## config.mk

```make
export PLATFORM = sky130hd
export DESIGN_NAME = seq_pulse_gen
export DESIGN_NICKNAME = d
export VERILOG_FILES = /design/src/rtl/seqgen_pkg.sv /design/src/rtl/seq_decode.sv /design/src/rtl/seq_window.sv /design/src/rtl/seq_pulse_gen.sv
export SDC_FILE = /design/constraint.sdc
export NUM_CORES = 1
export LEC_CHECK = 0
export ABC_AREA = 1
export ABC_CLOCK_PERIOD_IN_PS = 2300
export BUFFER_PORTS_ARGS = -buffer_cell sky130_fd_sc_hd__buf_2
export CAP_MARGIN = 0
export CORE_MARGIN = 2
export CORE_UTILIZATION = 45
export CTS_CLUSTER_SIZE = 24
export DETAILED_ROUTE_END_ITERATION = 7
export GPL_ROUTABILITY_DRIVEN = 0
export HOLD_SLACK_MARGIN = 0.05
export PLACE_DENSITY = 0.66
export SETUP_SLACK_MARGIN = 0.3
export SLEW_MARGIN = 15
export SYNTH_ARGS = -nofsm -noshare
export SYNTH_HDL_FRONTEND = slang
export SYNTH_HIERARCHICAL = 1
export SYNTH_SLANG_ARGS = --single-unit
```

## constraint.sdc

```tcl
create_clock -name clk_i -period 2.3 [get_ports clk_i]
set_input_delay 0.115 -clock clk_i [delete_from_list [all_inputs] [get_ports clk_i]]
set_output_delay 0.115 -clock clk_i [all_outputs]
set_load 0.01 [all_outputs]
```

## src/rtl/seqgen_pkg.sv

```systemverilog
package seqgen_pkg;
  localparam int NUM_CH = 2;
  localparam int CH_RST = 0;
  localparam int CH_TST = 1;

  function automatic int cnt_width(input int period);
    return (period <= 2) ? 1 : $clog2(period);
  endfunction
endpackage

```

## src/rtl/seq_decode.sv

```systemverilog
module seq_decode #(
  parameter int BUS_W = 8,
  parameter logic [BUS_W-1:0] RST_CODE = 8'h08,
  parameter logic [BUS_W-1:0] TST_CODE = 8'h80
) (
  input  logic [BUS_W-1:0]             bcast_i,
  input  logic                         stb_rst_i,
  input  logic                         stb_tst_i,
  output logic [seqgen_pkg::NUM_CH-1:0] hit_o
);
  logic rst_match;
  logic tst_match;

  always_comb begin
    rst_match = stb_rst_i && (bcast_i == RST_CODE);
    tst_match = stb_tst_i && (bcast_i == TST_CODE);
    hit_o = '0;
    hit_o[seqgen_pkg::CH_RST] = rst_match;
    // reset command has priority when both qualify together
    hit_o[seqgen_pkg::CH_TST] = tst_match && !rst_match;
  end
endmodule

```

## src/rtl/seq_window.sv

```systemverilog
module seq_window #(
  parameter int HIGH_LEN = 120,
  parameter int GAP_LEN  = 2
) (
  input  logic clk_i,
  input  logic rst_i,
  input  logic hit_i,
  output logic level_o
);
  localparam int PERIOD = HIGH_LEN + GAP_LEN;
  localparam int CW     = seqgen_pkg::cnt_width(PERIOD);
  localparam logic [CW-1:0] LAST  = CW'(PERIOD - 1);
  localparam logic [CW-1:0] HIGHS = CW'(HIGH_LEN);

  logic [CW-1:0] phase_q;

  always_ff @(posedge clk_i) begin
    if (rst_i || !hit_i) begin
      phase_q <= '0;
      level_o <= 1'b0;
    end else begin
      level_o <= (phase_q < HIGHS);
      phase_q <= (phase_q == LAST) ? '0 : phase_q + 1'b1;
    end
  end
endmodule

```

## src/rtl/seq_pulse_gen.sv

```systemverilog
module seq_pulse_gen #(
  parameter int BUS_W    = 8,
  parameter int HIGH_LEN = 120,
  parameter int GAP_LEN  = 2,
  parameter logic [BUS_W-1:0] RST_CODE = 8'h08,
  parameter logic [BUS_W-1:0] TST_CODE = 8'h80
) (
  input  logic             clk_i,
  input  logic             rst_i,
  input  logic [BUS_W-1:0] bcast_i,
  input  logic             stb_rst_i,
  input  logic             stb_tst_i,
  output logic             seq_rst_o,
  output logic             seq_tst_o
);
  logic [seqgen_pkg::NUM_CH-1:0] hit;
  logic [seqgen_pkg::NUM_CH-1:0] level;

  seq_decode #(
    .BUS_W(BUS_W), .RST_CODE(RST_CODE), .TST_CODE(TST_CODE)
  ) u_decode (
    .bcast_i(bcast_i), .stb_rst_i(stb_rst_i), .stb_tst_i(stb_tst_i), .hit_o(hit)
  );

  for (genvar ch = 0; ch < seqgen_pkg::NUM_CH; ch++) begin : g_ch
    seq_window #(.HIGH_LEN(HIGH_LEN), .GAP_LEN(GAP_LEN)) u_win (
      .clk_i(clk_i), .rst_i(rst_i), .hit_i(hit[ch]), .level_o(level[ch])
    );
  end

  assign seq_rst_o = level[seqgen_pkg::CH_RST];
  assign seq_tst_o = level[seqgen_pkg::CH_TST];
endmodule

```

==> flow_summary.rst, run 1 <==
.. list-table::
   :header-rows: 1

   * - Metric
     - Value
   * - NetSw
     - 0.0860 mW
   * - Total Routed Length
     - 1.38 mm
   * - DRC errors left
     - 0
   * - Power Total
     - 0.432 mW
   * - Hold WC Path Type
     - in -> reg
   * - Antenna violations before repair
     - 0
   * - Kind of capture point of the worst setup path
     - flip-flop
   * - Number of cells traversed by the worst register-to-register path
     - 4
   * - Post-synth top flop
     - dfxtp_1
   * - Via density per instance
     - 4.63
   * - Nets@finish
     - 139
   * - Core Util, Final
     - 53.8%
   * - Clock group share of total power
     - 32.7%
   * - Register share of total power
     - 64.1%
   * - CP Max Fanout
     - 7
   * - Worst Hold Path Cells
     - 3
   * - Wire length of the first global-routing pass
     - 2.28 mm
   * - Critical register-to-register path startpoint
     - g_ch[1].u_win/phase_q[0]
   * - Worst path bufs/invs
     - 0
   * - Remaining global-route overflow
     - 0
   * - Core region area
     - 1710 µm²
   * - Biggest area consumer among synthesized cells
     - dfxtp_1
   * - Vertical extent of the die
     - 46.4 µm
   * - Flip-flop and latch count after synthesis
     - 16
   * - Clock tree from TritonCTS
     - done
   * - Share of synthesized flip-flops with an asynchronous set or reset
     - 0%
   * - Reg-to-reg endpoint
     - g_ch[1].u_win/phase_q[5]
   * - Shortest clock period the worst path allows after layout
     - 1130 ps
   * - Port-buffer cells
     - 13
   * - Run status
     - finished, final reports clean
   * - Detailed-router iteration count before antenna repair
     - 5
   * - Setup violators final
     - 0
   * - Aggregate global-route resource usage
     - 15.6%
   * - Critical path launch point type
     - flip-flop
   * - Top achievable clock speed
     - 884 MHz
   * - Slew @ Worst Pin
     - 256 ps
   * - Clock edge transition at the registers on the reported setup and hold paths
     - 80 ps
   * - Standard cell with the maximum stage delay on the critical path
     - dfxtp_1
   * - VDD IR-drop max
     - 0.000395 V
   * - Internal portion of total power
     - 0.346 mW
   * - Leakage power of the design
     - 0.341 nW
   * - Ranking of synthesized cells by instance count
     - nor2_1, dfxtp_1, inv_1, nand2_1, nand3_1
   * - # Max-Cap Violations
     - 0
   * - Placed cell count
     - 143
   * - Worst-Skew Late Latency
     - 280 ps
   * - Number of global-route vias before repair
     - 576
   * - Synth top area cells
     - dfxtp_1, nor2_1, inv_1
   * - Std-Cell Rows
     - 15
   * - Worst slew slack as a fraction of its limit
     - 82.8%
   * - Hold Fails Final Rpt
     - 0
   * - Critical path, cell by cell
     - ha_1 > nand3_1 > o21ai_4 > a21oi_1
   * - Area Overhead vs Synth
     - 13.8%
   * - Synth top area share
     - 39.6%
   * - Die width
     - 46.4 µm
   * - Post-CTS setup buffer count
     - 0
   * - Data arrival time of the critical path
     - 1300 ps
   * - CP max stage delay
     - 400 ps
   * - Number of standard cells in the final layout excluding fillers
     - 146
   * - Fraction of power consumed by combinational cells
     - 3.2%
   * - Power density over cell area
     - 470 nW/µm²
   * - Routed wire per std cell
     - 9.47 µm
   * - Period Utilization, post-route
     - 49.2%
   * - Number of buffers added to fix hold violations after cts
     - 0
   * - Largest net degree at the start of global routing
     - 9
   * - Worst setup path class
     - reg -> reg
   * - Net Sw Frac
     - 19.9%
   * - # H-tree levels
     - 1
   * - Maximum count of clock buffers along a single path
     - 2
   * - Post-Synthesis Mean Instance Area
     - 7.63 µm²
   * - Effective utilization at floorplan
     - 47.3%
   * - Remaining number of nets flagged by the antenna check after routing
     - 0
   * - Sum of negative setup slack
     - 0 ps
   * - Mapped cell area
     - 808 µm²
   * - Antenna diode count
     - 0
   * - Via count
     - 676
   * - Portion of the post-synthesis area used by sequential elements
     - 39.6%
   * - Library cells used by synthesis
     - 16
   * - Fraction of layout cells with a size suffix above 1
     - 21.5%
   * - First-iteration detailed-routing DRC count
     - 14
   * - Crit-path leading delay family
     - flip-flops
   * - Gate count of the mapped netlist
     - 106
   * - CTS buffer count
     - 3
   * - Worst hold slack
     - 129 ps
   * - Final Max Tran Viols
     - 0
   * - Net count after synthesis
     - 122
   * - Final Skew
     - 0.940 ps
   * - Number of flops mapped to enable cells by yosys
     - 0
   * - I/O Pins
     - 14
   * - Cell at the root of the clock tree
     - clkbuf_4
   * - Hold endpoint
     - g_ch[1].u_win/level_o
   * - Synth warn
     - 6
   * - Sinks on Clock Net
     - 16
   * - Worst hold path startpoint
     - rst_i
   * - Count of instances resized after the clock tree is built
     - 0
   * - Setup repair after global routing missed its margin
     - no
   * - Worst reg-to-reg setup slack
     - 1170 ps
   * - Area enclosed by the die boundary
     - 2150 µm²
   * - Post-detailed-placement half-perimeter wirelength
     - 1.09 mm
   * - Required time of the critical path
     - 2470 ps
   * - Dominant cell by count in the synthesized netlist
     - nor2_1
-- per-layer routing --
| layer | track usage (%) | part of all wire (%) |
|---|---|---|
| met2 | 23.9 | 46 |
| met3 | 4.71 | 5.4 |
| met1 | 18.0 | 46 |
| met5 | 0 | 0 |
| met4 | 12.0 | 2.0 |
-- worst reg2reg max path, stage by stage (launching register included) --
cell     delay, ps
dfxtp_1        400
ha_1           190
nand3_1        120
o21ai_4        250
a21oi_1         60
-- stage by stage --
step	setup WS, ps	area (µm²)
6_report	1170	920
5_1_grt	1040	920
4_1_cts	1160	920
3_5_place_dp	1170	897
3_3_place_gp	1180	897
2_1_floorplan	1300	808
-- placed cells by master (no fill, tap or decap) --
| cell type | Yosys | layout |
|---|---|---|
| o21ai_4 | 2 | 2 |
| inv_1 | 15 | 15 |
| nor2_2 | 4 | 4 |
| dfxtp_1 | 16 | 16 |
| nor2_1 | 18 | 18 |
| nand2_1 | 15 | 15 |
| clkbuf_4 | 0 | 3 |
| o21a_1 | 2 | 2 |
| nand3_2 | 2 | 2 |
| xor2_1 | 2 | 2 |
| nand3_1 | 11 | 11 |
| buf_2 | 0 | 13 |
| inv_2 | 2 | 2 |
| o21bai_1 | 4 | 4 |
| ha_1 | 4 | 4 |
| xnor2_1 | 2 | 2 |
| a21oi_1 | 6 | 6 |
-- cells by family (layout without fill, tap and decap cells) --
logic type                 Yosys count  in the layout  synth area share (%)
buffers and inverters               18             33                  8.82
xor gates and xnor gates             4              4                  4.34
DFF                                 16             16                  39.6
adders and majority gates            4              4                  6.19
and+or+nand+nor                     50             50                  27.7
AOI/OAI and AO/OA                   14             14                  13.3
-- worst max-delay path by stage --
stage | start | endpoint | slack (ps) | depth (start not counted)
after floorplan | g_ch[1].u_win/phase_q[0] | g_ch[1].u_win/phase_q[4] | 1300 | 4
after global placement | g_ch[1].u_win/phase_q[0] | g_ch[1].u_win/phase_q[6] | 1180 | 4
after detailed placement | g_ch[1].u_win/phase_q[0] | g_ch[1].u_win/phase_q[6] | 1170 | 4
after CTS | g_ch[1].u_win/phase_q[0] | g_ch[1].u_win/phase_q[6] | 1160 | 4
after global routing | g_ch[0].u_win/phase_q[0] | g_ch[0].u_win/phase_q[6] | 1040 | 4
final | g_ch[1].u_win/phase_q[0] | g_ch[1].u_win/phase_q[5] | 1170 | 4
-- power groups by stage --
stage | clock network (mW) | registers, mW | logic [mW]
2_1_floorplan | 0 | 0.283 | 0.00380
3_3_place_gp | 0 | 0.283 | 0.0136
3_5_place_dp | 0 | 0.283 | 0.0140
4_1_cts | 0.152 | 0.277 | 0.0141
5_1_grt | 0.168 | 0.277 | 0.0160
6_report | 0.141 | 0.277 | 0.0139
-- final cells by class --
type	count	area, µm²
clock buffer	3	22.5
fill	169	788
inverter	17	63.8
multi-input combinational	72	417
sequential	16	320
tap	25	31.3
timing repair buffer	13	65.1
-- sequential cells by signal, indices dropped and copies added (netlist names) --
register and flops:
g_ch.u_win/phase_q 14, g_ch.u_win/level_o 2
Note: power is estimated with default switching activity, not from simulation.
==> run 2: changes to the inputs <==
--- a/config.mk
+++ b/config.mk
@@ -6,7 +6,7 @@
 export NUM_CORES = 1
 export LEC_CHECK = 0
 export ABC_AREA = 1
-export ABC_CLOCK_PERIOD_IN_PS = 2300
+export ABC_CLOCK_PERIOD_IN_PS = 1000
 export BUFFER_PORTS_ARGS = -buffer_cell sky130_fd_sc_hd__buf_2
 export CAP_MARGIN = 0
 export CORE_MARGIN = 2
@@ -15,7 +15,7 @@
 export DETAILED_ROUTE_END_ITERATION = 7
 export GPL_ROUTABILITY_DRIVEN = 0
 export HOLD_SLACK_MARGIN = 0.05
-export PLACE_DENSITY = 0.66
+export PLACE_DENSITY = 0.69
 export SETUP_SLACK_MARGIN = 0.3
 export SLEW_MARGIN = 15
 export SYNTH_ARGS = -nofsm -noshare
==> constraint.sdc (replaced) <==
create_clock -name clk_i -period 1 [get_ports clk_i]
set_input_delay 0.05 -clock clk_i [delete_from_list [all_inputs] [get_ports clk_i]]
set_output_delay 0.05 -clock clk_i [all_outputs]
set_load 0.01 [all_outputs]
==> run 2 against run 1 <==
Largest power group unchanged. Critical endpoint is now g_ch[1].u_win/phase_q[6]. The run now ends with setup timing left. Worst setup slack worse by 1200 ps. Cell area up 23%. Wire length up 24%. Sequential share of layout area fell by 4.2 points. Critical path depth grew 1.
==> flow_summary.rst, run 2 (synthesis results as in run 1) <==
.. list-table::
   :header-rows: 1

   * - Metric
     - Value
   * - Core Util, Final
     - 66.4% (+13 points)
   * - Remaining global-route overflow
     - 0 (unchanged)
   * - Largest register FFs
     - 14 (unchanged)
   * - DRC errors left
     - 0 (unchanged)
   * - Cell at the root of the clock tree
     - clkbuf_4
   * - Via density per instance
     - 4.91 (+6.0%)
   * - Clock group share of total power
     - 39.3% (+6.6 points)
   * - Area enclosed by the die boundary
     - 2150 µm² (unchanged)
   * - Fraction of layout cells with a size suffix above 1
     - 48.8% (+27 points)
   * - Antenna diode count
     - 0 (unchanged)
   * - Number of buffers added to fix hold violations after cts
     - 0 (unchanged)
   * - Final Skew
     - 8.22 ps (+7.28 ps)
   * - Critical path launch point type
     - flip-flop
   * - Shortest clock period the worst path allows after layout
     - 1050 ps (-83.9 ps)
   * - Period Utilization, post-route
     - 105% (+56 points)
   * - Aggregate global-route resource usage
     - 16.9% (+1.2 points)
   * - Setup repair after global routing missed its margin
     - yes
   * - Required time of the critical path
     - 1170 ps (-1300 ps)
   * - Placed cell count
     - 147 (+2.8%)
   * - Violated checks
     - setup timing
   * - Top achievable clock speed
     - 954 MHz (+8.0%)
   * - Run status
     - finished with violations
   * - Power density over cell area
     - 955 nW/µm² (+100%)
   * - CP Max Fanout
     - 7 (unchanged)
   * - Nets@finish
     - 146 (+5.0%)
   * - Maximum count of clock buffers along a single path
     - 2 (unchanged)
   * - VDD IR-drop max
     - 0.000565 V (+43%)
   * - Detailed-router iteration count before antenna repair
     - 4 (-1)
   * - Biggest register
     - g_ch.u_win/phase_q
   * - Worst Hold Path Cells
     - 3 (unchanged)
   * - Routed wire per std cell
     - 11.1 µm (+18%)
   * - Slew @ Worst Pin
     - 266 ps (+9.64 ps)
   * - Sinks on Clock Net
     - 16 (unchanged)
   * - Worst Slack Setup Final
     - -47.8 ps (-1220 ps)
   * - Largest net degree at the start of global routing
     - 10 (+1)
   * - Leakage power of the design
     - 0.391 nW (+15%)
   * - Port-buffer cells
     - 13 (unchanged)
   * - Via count
     - 756 (+12%)
   * - Post-detailed-placement half-perimeter wirelength
     - 1.18 mm (+8.1%)
   * - Vertical extent of the die
     - 46.4 µm (unchanged)
   * - Final Max Tran Viols
     - 0 (unchanged)
   * - Worst-Skew Late Latency
     - 290 ps (about the same)
   * - # H-tree levels
     - 1 (unchanged)
   * - Kind of capture point of the worst setup path
     - flip-flop
   * - Die width
     - 46.4 µm (unchanged)
   * - Number of global-route vias before repair
     - 654 (+14%)
   * - Setup violators final
     - 12 (+12)
   * - Leading cell type in the layout, fill and taps excluded
     - nor2_1
   * - Wire length of the first global-routing pass
     - 2.52 mm (+11%)
   * - Core region area
     - 1710 µm² (unchanged)
   * - Clock edge transition at the registers on the reported setup and hold paths
     - 100 ps (+20 ps)
   * - Effective utilization at floorplan
     - 47.3% (unchanged)
   * - Fraction of power consumed by combinational cells
     - 3.2% (about the same)
   * - Register share of total power
     - 57.5% (-6.6 points)
   * - Std-Cell Rows
     - 15 (unchanged)
   * - NetSw
     - 0.220 mW (+160%)
   * - Net Sw Frac
     - 20.3% (+0.36 points)
   * - I/O Pins
     - 14 (unchanged)
   * - Sum of negative setup slack
     - -286 ps (-286 ps)
   * - Remaining number of nets flagged by the antenna check after routing
     - 0 (unchanged)
   * - Antenna violations before repair
     - 0 (unchanged)
   * - CTS buffer count
     - 3 (unchanged)
   * - Area Overhead vs Synth
     - 40.4%
   * - Hold WC Path Type
     - in -> reg
   * - Registers with the most flip-flops
     - g_ch.u_win/phase_q: 14 flops, g_ch.u_win/level_o: 2 flops
   * - Clock tree from TritonCTS
     - done
   * - # Max-Cap Violations
     - 0 (unchanged)
   * - Worst setup path class
     - reg -> reg
   * - Worst slew slack as a fraction of its limit
     - 82.2% (-0.65 points)
   * - Number of standard cells in the final layout excluding fillers
     - 154 (+5.5%)
   * - Number of cells traversed by the worst register-to-register path
     - 5 (+1)
   * - Data arrival time of the critical path
     - 1220 ps (-80 ps)
   * - Commonest cells after routing, fill and taps aside
     - nor2_1, nand2_1, buf_2
   * - Total Routed Length
     - 1.72 mm (+24%)
   * - Internal portion of total power
     - 0.865 mW (+150%)
   * - Hold Fails Final Rpt
     - 0 (unchanged)
   * - First-iteration detailed-routing DRC count
     - 25 (+11)
   * - Worst hold slack
     - 71.1 ps (-57.8 ps)
[run 2: cell count changes in the layout (fill, tap and decap cells not counted), moves of 4 or more]
cell,before,now
inv_1,15,10
dfxtp_2,0,7
ha_1,4,0
nand3_4,0,4
dfxtp_4,0,5
nand3_1,11,7
inv_2,2,7
dfxtp_1,16,4
ha_4,0,4
buf_4,0,7
[run 2: stage by stage]
stage | worst slack [ps] | instance area [µm²] | power, mW
3_3_place_gp | -38.1 | 1010 | 0.680
6_report | -47.8 | 1130 | 1.08
2_1_floorplan | 32.8 | 891 | 0.656
3_5_place_dp | -76.4 | 1010 | 0.681
4_1_cts | -35.8 | 1110 | 1.11
5_1_grt | -90.7 | 1130 | 1.13
[run 2: path summary, 6_finish.rpt]
kind	startpoint	end	slack (ps)
worst min register to register	g_ch[0].u_win/phase_q[0]	g_ch[0].u_win/phase_q[0]	470
worst min-delay path	rst_i	g_ch[0].u_win/level_o	70
worst max register to register	g_ch[1].u_win/phase_q[1]	g_ch[1].u_win/phase_q[6]	-50
worst max-delay path	g_ch[1].u_win/phase_q[1]	g_ch[1].u_win/phase_q[6]	-50
[run 2: what timing repair did]
item	4_1_cts	5_1_grt
cloned	0	0
endpoints found under the setup margin	18	18
setup buffers	3	0
endpoints found under the hold margin	0	0
pin swaps	6	4
resized for setup	12	7
[run 2: worst max-delay path: stages, from the launching register on]
cell and delay (ps):
dfxtp_2 360, inv_2 60, ha_4 130, nand3_4 70, o21ai_4 250, a21oi_1 70
[run 2: cell type report]
type / instances / area, µm²
fill: 148 / 573
multi-input combinational: 72 / 538
sequential: 16 / 348
timing repair buffer: 20 / 118
inverter: 17 / 63.8
clock buffer: 4 / 36.3
tap: 25 / 31.3
[run 2: power groups by stage]
stage          clock network, mW  registers, mW  logic (mW)
2_1_floorplan                  0          0.646     0.00946
3_3_place_gp                   0          0.646      0.0341
3_5_place_dp                   0          0.646      0.0350
4_1_cts                    0.443          0.629      0.0352
5_1_grt                    0.464          0.623      0.0389
6_report                   0.426          0.623      0.0349
[run 2: layer usage]
layer,part of all wire (%),GRT usage [%]
met1,43,17.8
met2,50,30.0
met3,5.8,4.31
met4,1.4,9.14
met5,0,0
==> run 3: changes to the inputs <==
--- a/config.mk
+++ b/config.mk
@@ -15,10 +15,9 @@
 export DETAILED_ROUTE_END_ITERATION = 7
 export GPL_ROUTABILITY_DRIVEN = 0
 export HOLD_SLACK_MARGIN = 0.05
-export PLACE_DENSITY = 0.69
+export PLACE_DENSITY = 0.7
 export SETUP_SLACK_MARGIN = 0.3
 export SLEW_MARGIN = 15
 export SYNTH_ARGS = -nofsm -noshare
 export SYNTH_HDL_FRONTEND = slang
-export SYNTH_HIERARCHICAL = 1
 export SYNTH_SLANG_ARGS = --single-unit
==> constraint.sdc (replaced) <==
create_clock -name clk_i -period 1 [get_ports clk_i]
set_input_delay 0.05 -clock clk_i [delete_from_list [all_inputs] [get_ports clk_i]]
set_output_delay 0.05 -clock clk_i [all_outputs]
set_load 0.05 [all_outputs]
==> run 3 against run 2 <==
The flow now finishes without violations. Clock-buffer cell count unchanged. Critical path depth unchanged. Synthesized cell count decreased by 17%. Clock power increased by 2%. Worst hold slack got worse by 35 ps.
==> flow_summary.rst, run 3 <==
.. list-table::
   :header-rows: 1

   * - Metric
     - Value
   * - Share of synthesized flip-flops with an asynchronous set or reset
     - 0% (unchanged)
   * - Power density over cell area
     - 953 nW/µm² (-0.29%)
   * - Gate count of the mapped netlist
     - 88 (-17%)
   * - Hold Fails Final Rpt
     - 0 (unchanged)
   * - Final Max Tran Viols
     - 0 (unchanged)
   * - Final Skew
     - 6.21 ps (-2.01 ps)
   * - Power Total
     - 1.10 mW (+1.1%)
   * - Wire length of the first global-routing pass
     - 2.36 mm (-6.3%)
   * - Std-Cell Rows
     - 14 (-1)
   * - Core region area
     - 1510 µm² (-12%)
   * - CTS buffer count
     - 3 (unchanged)
   * - First-iteration detailed-routing DRC count
     - 2 (-92%)
   * - Period Utilization, post-route
     - 98.5% (-6.3 points)
   * - Synth top area cells
     - dfxtp_1, nor2_1, ha_1
   * - Run status
     - finished, final reports clean
   * - Aggregate global-route resource usage
     - 17.0% (+0.11 points)
   * - Mapped cell area
     - 721 µm² (-11%)
   * - Dominant cell by count in the synthesized netlist
     - nor2_1
   * - Area Overhead vs Synth
     - 59.7%
   * - Clock tree from TritonCTS
     - done
   * - Fill cell total of the finished layout
     - 109 (-26%)
   * - Top achievable clock speed
     - 1020 MHz (+6.4%)
   * - Number of flops mapped to enable cells by yosys
     - 0 (unchanged)
   * - # Max-Cap Violations
     - 0 (unchanged)
   * - Post-synth top flop
     - dfxtp_1
   * - Data arrival time of the critical path
     - 1170 ps (-50 ps)
   * - Via density per instance
     - 4.73 (-3.6%)
   * - Post-Synthesis Mean Instance Area
     - 8.19 µm² (+7.4%)
   * - I/O Pins
     - 14 (unchanged)
   * - Vertical extent of the die
     - 44.0 µm (-5.1%)
   * - Hold WC Path Type
     - in -> reg
   * - Via count
     - 639 (-15%)
   * - Number of standard cells in the final layout excluding fillers
     - 135 (-12%)
   * - Worst-Skew Late Latency
     - 290 ps (about the same)
   * - Ranking of synthesized cells by instance count
     - nor2_1, dfxtp_1, nand2_1
   * - Remaining global-route overflow
     - 0 (unchanged)
   * - Maximum count of clock buffers along a single path
     - 2 (unchanged)
   * - Flip-flop and latch count after synthesis
     - 16 (unchanged)
   * - Required time of the critical path
     - 1190 ps (+20 ps)
   * - Antenna diode count
     - 0 (unchanged)
   * - Port-buffer cells
     - 13 (unchanged)
   * - Commonest cells after routing, fill and taps aside
     - nor2_1, buf_2, buf_4
   * - Placed cell count
     - 120 (-18%)
   * - Routed wire per std cell
     - 10.7 µm (-4.0%)
   * - Worst slew slack as a fraction of its limit
     - 86.2% (+4.0 points)
   * - Shortest clock period the worst path allows after layout
     - 985 ps (-63.1 ps)
   * - Crit-path leading delay family
     - simple AND/OR/NAND/NOR gates
   * - Setup violators final
     - 0 (-12)
   * - Kind of capture point of the worst setup path
     - flip-flop
   * - Clock edge transition at the registers on the reported setup and hold paths
     - 100 ps (about the same)
   * - DRC errors left
     - 0 (unchanged)
   * - Number of global-route vias before repair
     - 614 (-6.1%)
   * - Critical path, cell by cell
     - nand2_2 > nor2_4 > nand3b_1 > nand2_2 > nor2_1
   * - Nets@finish
     - 136 (-6.8%)
   * - Cell at the root of the clock tree
     - clkbuf_4
   * - Registers with the most flip-flops
     - g_ch.u_win.phase_q: 14 flops, g_ch.u_win.level_o: 2 flops
   * - Most prevalent standard cell on the critical path
     - nand2_2
   * - Critical path launch point type
     - flip-flop
   * - Biggest area consumer among synthesized cells
     - dfxtp_1
   * - Die width
     - 44.0 µm (-5.1%)
   * - Setup repair after global routing missed its margin
     - yes
   * - Worst setup path class
     - reg -> reg
   * - Fraction of layout cells with a size suffix above 1
     - 62.2% (+13 points)
   * - CP max stage delay
     - 350 ps (about the same)
   * - VDD IR-drop max
     - 0.000872 V (+54%)
   * - Antenna violations before repair
     - 0 (unchanged)
   * - Library cells used by synthesis
     - 16 (unchanged)
   * - Sinks on Clock Net
     - 16 (unchanged)
   * - CP Max Fanout
     - 6 (-1)
   * - Worst Slack Setup Final
     - 15.3 ps (+63.1 ps)
   * - Core Util, Final
     - 76.4% (+10 points)
   * - Slew @ Worst Pin
     - 206 ps (-60.2 ps)
   * - # H-tree levels
     - 1 (unchanged)
   * - Synth warn
     - 0 (-6)
   * - Worst path bufs/invs
     - 0 (-1)
   * - Area enclosed by the die boundary
     - 1940 µm² (-9.9%)
   * - Post-Place Worst Slack
     - -7.34 ps (+69.0 ps)
   * - Net count after synthesis
     - 104 (-15%)
   * - Leakage power of the design
     - 0.427 nW (+9.2%)
   * - Largest register FFs
     - 14 (unchanged)
   * - Portion of the post-synthesis area used by sequential elements
     - 44.4% (+4.8 points)
   * - Biggest register
     - g_ch.u_win.phase_q
   * - Leading cell type in the layout, fill and taps excluded
     - nor2_1
   * - Detailed-router iteration count before antenna repair
     - 3 (-1)
   * - Post-detailed-placement half-perimeter wirelength
     - 900 µm (-24%)
   * - Effective utilization at floorplan
     - 47.8% (+0.51 points)
   * - Largest net degree at the start of global routing
     - 10 (unchanged)
   * - Remaining number of nets flagged by the antenna check after routing
     - 0 (unchanged)
   * - Synth top area share
     - 44.4% (+4.8 points)
   * - Standard cell with the maximum stage delay on the critical path
     - dfxtp_2
   * - Total Routed Length
     - 1.44 mm (-16%)
run 3: cell count changes after synthesis, moves of 3 or more:
cell,previous run,this run
o21bai_1,4,0
a21oi_1,6,1
nor2_1,18,24
xnor2_1,2,5
nand2_1,15,10
inv_1,15,6
run 3: kinds of logic (layout without fill, tap and decap cells):
group,after synthesis,count (layout),synth area share [%]
AOI/OAI and AO/OA,1,1,0.694
xor gates and xnor gates,9,9,10.9
adders and majority gates,4,4,6.94
buffers and inverters,6,37,3.12
DFF,16,16,44.4
and+or+nand+nor,52,52,33.9
run 3: cell type report:
type | count | area (µm²) | share of cell area (%)
Timing Repair Buffer | 27 | 201 | 17.5
Clock buffer | 4 | 36.3 | 3.15
Inverter | 6 | 22.5 | 1.96
Tap cell | 16 | 20.0 | 1.74
Sequential cell | 16 | 354 | 30.8
Multi-Input combinational cell | 66 | 517 | 44.9
run 3: power by group:
group	switching (mW)	internal (mW)	total, mW
Sequential	0.000213	0.620	0.620
Clock	0.214	0.222	0.436
Combinational	0.0179	0.0221	0.0400
run 3: layer usage:
layer	GRT usage, %	part of all wire [%]	routed length, µm	vias to the layer above
li1	-	-	-	338
met4	10.9	2.2	32	0
met2	30.9	53	771	5
met1	17.3	42	611	291
met3	3.67	2.0	29	5
met5	0	0	0	-
run 3: worst paths after layout:
kind / startpoint / to / slack, ps / depth (start not counted)
hold / removal: bcast_i[4] / g_ch[1].u_win.level_o / 40 / 4
hold reg to reg: g_ch[1].u_win.phase_q[0] / g_ch[1].u_win.phase_q[0] / 460 / 1
setup / recovery: g_ch[0].u_win.phase_q[6] / g_ch[0].u_win.phase_q[5] / 20 / 5
setup reg to reg: g_ch[0].u_win.phase_q[6] / g_ch[0].u_win.phase_q[5] / 20 / 5
run 3: metrics by stage:
stage | cell area, µm² | TNS [ps] | hold WS [ps]
detailed placement | 885 | -12.5 | 350
global route | 1150 | -475 | 42.1
floorplan | 777 | 0 | 219
finish | 1150 | 0 | 36.4
global placement | 885 | -6.99 | 349
CTS | 1040 | 0 | 35.0
run 3: worst min-delay path, cell delays in order:
cell and delay [ps]:
buf_2 70, nor2_1 40, nand2_1 90, nor3b_2 50
run 3: timing repair:
item / CTS / global route
pin swaps: 11 / 10
endpoints found under the setup margin: 18 / 18
gates resized for setup: 26 / 15
setup buffers: 5 / 6
endpoints found under the hold margin: 2 / 1
